## src/rtl/pw_pkg.sv

```systemverilog
package pw_pkg;
    localparam int PAT_LEN = 8;
    localparam logic [PAT_LEN-1:0] PAT_BITS = 8'b0110_1001;
    localparam int PROG_W = $clog2(PAT_LEN);

    typedef enum logic [PROG_W-1:0] {
        M0, M1, M2, M3, M4, M5, M6, M7
    } prog_e;

    typedef enum logic [1:0] {
        G_WAIT0, G_WAIT1, G_PASS, G_LOCK
    } gate_e;
endpackage

```

## src/rtl/pw_progress_fsm.sv

```systemverilog
module pw_progress_fsm
    import pw_pkg::*;
(
    input  logic clk,
    input  logic rst,
    input  logic clr,
    input  logic adv,
    input  logic din,
    output logic raw_hit
);
    prog_e state_q, state_d;

    always_ff @(posedge clk) begin
        if (rst || clr) state_q <= M0;
        else if (adv)   state_q <= state_d;
    end

    always_comb begin
        state_d = state_q;
        unique case (state_q)
            M0: state_d = din ? M0 : M1;
            M1: state_d = din ? M2 : M1;
            M2: state_d = din ? M3 : M1;
            M3: state_d = din ? M0 : M4;
            M4: state_d = din ? M5 : M1;
            M5: state_d = din ? M3 : M6;
            M6: state_d = din ? M2 : M7;
            M7: state_d = din ? M2 : M1;
            default: state_d = M0;
        endcase
    end

    always_comb begin
        raw_hit = (state_q == M7) && din;
    end
endmodule

```

## src/rtl/pw_prefix_fsm.sv

```systemverilog
module pw_prefix_fsm
    import pw_pkg::*;
(
    input  logic clk,
    input  logic rst,
    input  logic clr,
    input  logic adv,
    input  logic din,
    output logic pass
);
    gate_e gate_q, gate_d;

    always_ff @(posedge clk) begin
        if (rst || clr) gate_q <= G_WAIT0;
        else if (adv)   gate_q <= gate_d;
    end

    always_comb begin
        gate_d = gate_q;
        unique case (gate_q)
            G_WAIT0: gate_d = din ? G_LOCK : G_WAIT1;
            G_WAIT1: gate_d = din ? G_LOCK : G_PASS;
            G_PASS:  gate_d = G_PASS;
            G_LOCK:  gate_d = G_LOCK;
            default: gate_d = G_WAIT0;
        endcase
    end

    always_comb begin
        pass = (gate_q == G_PASS);
    end
endmodule

```

## src/rtl/pw_mode_latch.sv

```systemverilog
module pw_mode_latch (
    input  logic clk,
    input  logic rst,
    input  logic clr,
    input  logic mode_in,
    output logic mode_q
);
    always_ff @(posedge clk) begin
        if (rst || clr) mode_q <= mode_in;
    end
endmodule

```

## src/rtl/pw_detector.sv

```systemverilog
module pw_detector
    import pw_pkg::*;
(
    input  logic clk,
    input  logic rst,
    input  logic start,
    input  logic bit_vld,
    input  logic bit_in,
    input  logic qual_mode,
    output logic hit
);
    logic adv;
    logic raw_hit;
    logic pass;
    logic mode_q;

    always_comb begin
        adv = bit_vld && !start;
    end

    pw_mode_latch u_mode (
        .clk     (clk),
        .rst     (rst),
        .clr     (start),
        .mode_in (qual_mode),
        .mode_q  (mode_q)
    );

    pw_progress_fsm u_prog (
        .clk     (clk),
        .rst     (rst),
        .clr     (start),
        .adv     (adv),
        .din     (bit_in),
        .raw_hit (raw_hit)
    );

    pw_prefix_fsm u_gate (
        .clk  (clk),
        .rst  (rst),
        .clr  (start),
        .adv  (adv),
        .din  (bit_in),
        .pass (pass)
    );

    always_comb begin
        hit = !rst && adv && raw_hit && (!mode_q || pass);
    end
endmodule

```

## config.mk

```make
export PLATFORM = sky130hd
export DESIGN_NAME = pw_detector
export DESIGN_NICKNAME = d
export VERILOG_FILES = /design/src/rtl/pw_pkg.sv /design/src/rtl/pw_progress_fsm.sv /design/src/rtl/pw_prefix_fsm.sv /design/src/rtl/pw_mode_latch.sv /design/src/rtl/pw_detector.sv
export SDC_FILE = /design/constraint.sdc
export NUM_CORES = 1
export LEC_CHECK = 0
export BUFFER_PORTS_ARGS = -buffer_cell sky130_fd_sc_hd__clkbuf_2
export CAP_MARGIN = 30
export CELL_PAD_IN_SITES_DETAIL_PLACEMENT = 0
export CELL_PAD_IN_SITES_GLOBAL_PLACEMENT = 1
export CORE_AREA = 2 2 39 41
export CTS_CLUSTER_DIAMETER = 80
export DETAILED_ROUTE_END_ITERATION = 8
export DIE_AREA = 0 0 41 43
export HOLD_SLACK_MARGIN = 0.12
export PLACE_DENSITY = 0.53
export SLEW_MARGIN = 20
export SYNTH_ARGS = -nofsm -noshare
export SYNTH_HDL_FRONTEND = slang
export SYNTH_SLANG_ARGS = --single-unit
```

## constraint.sdc

```tcl
create_clock -name clk -period 1.3 [get_ports clk]
set_clock_uncertainty 0.1 [all_clocks]
set_input_delay 0.13 -clock clk [delete_from_list [all_inputs] [get_ports clk]]
set_output_delay 0.13 -clock clk [all_outputs]
set_load 0.01 [all_outputs]
```

After elaboration in Yosys (flattened, before gate mapping)
Index checks and enable logic that the tools add are counted.
{"block": "word_totals", "mem_bits_rw": 0, "out_inout_bits": 1, "latchBits": 0, "regBits": 6, "mem_bits_ro": 0, "word_cells": 37, "mem_count": 0}
{"block": "op_classes", "addsub": 0, "magnitude_cmp": 0, "reduce_logical": 13, "eq_ne": 10, "bitwise_logic": 0, "n_shift": 0, "muxes": 11, "n_mul": 0, "n_div": 0}
{"cell": "case mux 3 bit (7 select lines)", "count": 1}
{"cell": "== test 3 bit (second input constant)", "count": 4}
{"cell": "2-to-1 mux 3 bit", "count": 4}
{"cell": "case mux 2 bit (4 select lines)", "count": 1}
{"cell": "== test 3 x 2 -> 1 bit (second input constant)", "count": 2}
{"cell": "2-to-1 mux 2 bit", "count": 3}
{"cell": "logical AND 1 bit", "count": 5}
{"cell": "== test 2 bit (second input constant)", "count": 2}
{"cell": "== test 3 x 1 -> 1 bit (second input constant)", "count": 1}
{"cell": "zero test 1 bit", "count": 3}
{"cell": "zero test 3 bit", "count": 1}
{"cell": "== test 2 x 1 -> 1 bit (second input constant)", "count": 1}
{"cell": "zero test 2 bit", "count": 1}
{"cell": "logical OR 1 bit", "count": 2}
{"cell": "2-to-1 mux 1 bit", "count": 2}
{"cell": "OR reduction 2 bit", "count": 1}

Depth between registers and ports, before layout
{"block": "depth", "ltp_word": 5, "mapped_depth": 4, "mapped_depth_nobuf": 3}

Hierarchy
Synthesis repeated with hierarchy kept, for this count alone.
{"block": "unflattened", "cells_unflattened": 43, "hier_area_um2": 379.1}
{"module": "pw_progress_fsm", "seq_area_each_um2": 60.1, "cells_per_inst": 28, "area_per_inst_um2": 215.2, "n_inst": 1}
{"module": "pw_prefix_fsm", "seq_area_each_um2": 40.0, "cells_per_inst": 10, "area_per_inst_um2": 97.6, "n_inst": 1}
{"module": "pw_mode_latch", "seq_area_each_um2": 30.0, "cells_per_inst": 2, "area_per_inst_um2": 36.3, "n_inst": 1}
{"module": "pw_detector", "seq_area_each_um2": 0.0, "cells_per_inst": 3, "area_per_inst_um2": 30.0, "n_inst": 1}

Worst setup path before layout
OpenSTA, ideal clock, no wires.
{"block": "synth_path", "path_type": "reg-to-output", "start": "reg u_prog.state_q[1]", "end": "out hit", "required_ns": 1.070, "slack_ns": 0.026, "arrival_ns": 1.044, "n_path_buf": 1, "path_stages_with_launch": 4, "cell_sequence": "dfxtp_1 > clkbuf_1 > nand3_1 > nor4b_1"}
{"block": "synth_between", "elab_chain_len": 4}
{"element": "from (decl)", "line": "pw_progress_fsm.sv:11", "rtl": "prog_e state_q, state_d;"}
{"element": "from (signal assigned)", "line": "pw_progress_fsm.sv:15", "rtl": "else if (adv) state_q <= state_d;"}
{"element": "== test 3 bit", "line": "pw_progress_fsm.sv:34", "rtl": "raw_hit = (state_q == M7) && din;"}
{"element": "logical AND 1 bit", "line": "pw_progress_fsm.sv:34"}
{"element": "logical AND 1 bit (2 in a row)", "line": "pw_detector.sv:48", "rtl": "hit = !rst && adv && raw_hit && (!mode_q || pass);"}
{"element": "to (decl)", "line": "pw_detector.sv:10", "rtl": "output logic hit"}
No other way between the ends.

Final worst setup path
{"block": "layout_path", "start": "reg u_prog.state_q[2]", "end": "out hit"}
Same word-level chain as after synthesis.

==> metrics.txt <==
fin cells 72; final wirelength 886 um; Arrival @ worst endpoint 1.08 ns; ranking of synthesized cells by area dfxtp_1, edfxtp_1, a21oi_1; most frequent cells after synthesis a21oi_1, dfxtp_1, nand2b_1, o21ai_0; DR vias 357; HP Class in -> reg; #FFs+latches synth 6; setup ws final -0.0114 ns; number of enable flip-flop cells after synthesis 1; Clk pin slew, worst setup/hold paths 0.05 ns; H-tree Lvls 1; CTS Buf Count 3; PwrDens 850 mW/mm2; synth warn 0; number of global-route vias before repair 343; Tmin final 1.31 ns; ys async rst share 0%; Avg Synthesized Cell Area 8.45 um2; Slew Viols, Final 0; Post-route DRC 0; syn_nets 46; share of cells above drive strength 1 44.6%; DR vias/cell 4.96; Setup TNS -0.0114 ns; area taken by multi-input logic gates 210 um2; Final Util 37.1%; WP data required 1.07 ns; Placer Congestion 0.672; post-synthesis cell area 338 um2; clock tree buffer depth 2; startpoint types flop; setup violators final 1; CP endpoint kind output port; combinational share of power 12.9%; Design Area, Final 513 um2; largest vdd supply drop 0.000603 V; leading area contributor after synthesis dfxtp_1; Reg area 143 um2; Initial Util 24.4%; P_int 0.337 mW; max-cap viol count 0; post-synth top area share 29.6%; root buffer cell clkbuf_4; CP top delay family flip-flops; cell count after synthesis 40; Final nets 63; CP max stage cell dfxtp_4; Least-Margin Pin Slew 0.259 ns; DP Wirelength 564 um; CP cell instances nand2_4 > nor4b_2 > buf_2; Total Routing Usage GR 12.6%; Ports 7; GRT overflow 0; placed cell areas 383 um2; largest net degree at the start of global routing 9; worst path bufs/invs 1; Tcrit/Tclk final 101%; critical path class reg -> out; CTS tree done; Slew headroom 82.5%; Seq pwr share 44.7%; fillers 154; DIE WIDTH 41 um; sw frac 22.6%; core box area 0.00138 mm2; post-synthesis sequential area ratio 38.5%; Area Overhead vs Synth 51.9%; initial antenna violation count 0; Num Clock Sinks 6; Ant. Diodes 0; first-pass GRT wire length 1.48 mm; first-pass detailed-route iteration total 4; Final Hold Violating Endpoints 0; post-route ant nets 0; hold_ws 0.142 ns; unrepaired setup endpoints after global routing true; run status complete, but fails checks; Max stage delay on crit path 0.36 ns; Port-buffer cells 6; crit-path max FO 4; WL per Instance 12.3 um; fmax 763 MHz; Placed Cells incl. Taps 60; post-synthesis cell type count 24; P_leak 0.201 nW; clock latency on the worst-skew pair 0.24 ns; Top FF cell, synth dfxtp_1; violated checks negative setup slack; Core Rows 14; Clock Power Share 42.3%; die height 43 um; area of the die 0.00176 mm2; P_sw 0.0984 mW; DR iter-0 viols 3
[cell usage in the layout, fill, tap and decap left out, drive strengths merged, types with 2 or more instances in the layout]
| master | instances |
|---|---|
| clkbuf | 9 |
| buf | 8 |
| a21oi | 5 |
| dfxtp | 5 |
| nand2b | 3 |
| o21ai | 3 |
| dlygate4sd3 | 2 |
| nand3 | 2 |
| inv | 2 |
| nor4b | 2 |
[kinds of logic after synthesis]
kind of cell	share of synthesized area, %
compound gates	26.3
simple gates	29.3
flops	38.5
buf+inv	5.93
[power by group through the flow]
| stage | logic, mW | registers (mW) | clock network, mW |
|---|---|---|---|
| global placement | 0.0399 | 0.204 | 0 |
| global route | 0.0625 | 0.195 | 0.212 |
| floorplan | 0.0244 | 0.201 | 0 |
| detailed placement | 0.0396 | 0.204 | 0 |
| CTS | 0.0544 | 0.194 | 0.197 |
| finish | 0.0563 | 0.195 | 0.185 |
[registers in the layout, indices dropped and copies added, names as in the netlist]
register,count
u_mode.mode_q,1
u_gate.gate_q,2
u_prog.state_q,3
[timing repair]
action / 4_1_cts / 5_1_grt
hold buffers: 2 / 0
gates cloned: 0 / 0
endpoints found under the setup margin: 1 / 3
endpoints found under the hold margin: 2 / 0
buffers inserted: 6 / 0
pin swaps: 3 / 4
resized for setup: 12 / 4
[routing by layer]
metal | vias to the layer above | global-route usage, % | wire, um
li1 | 182 | - | -
met1 | 165 | 14.6 | 372
met2 | 8 | 18.8 | 445
met3 | 2 | 2.62 | 58
met4 | 0 | 10.0 | 10
met5 | - | 0 | 0
[stage by stage]
step	setup WS, ns	power [mW]
after floorplan	0.0262	0.225
after global routing	-0.0495	0.469
after global placement	0.0601	0.244
after detailed placement	0.0104	0.244
after CTS	-0.0223	0.445
final	-0.0114	0.436
[worst reg2reg max path, stage by stage, from the launching register on]
cell	delay [ns]
dfxtp_4	0.35
buf_4	0.15
and3b_1	0.17
a211o_1	0.27
a31oi_1	0.18
[cell type report]
type | instances | share of cell area, %
multi-input cells | 29 | 41.0
repair buffers | 15 | 20.7
well taps | 16 | 3.90
clock buffers | 4 | 5.12
inverters | 2 | 1.46
flip-flops and latches | 6 | 27.8
[worst paths after layout]
check / slack (ns) / cells past startpoint / from / to
setup / recovery: -0.01 / 3 / u_prog.state_q[2] / hit
setup reg to reg: 0 / 4 / u_prog.state_q[2] / u_prog.state_q[0]
hold reg to reg: 0.46 / 3 / u_gate.gate_q[1] / u_gate.gate_q[1]
hold / removal: 0.14 / 4 / start / u_gate.gate_q[1]
Power figures use the tool's default switching activity.
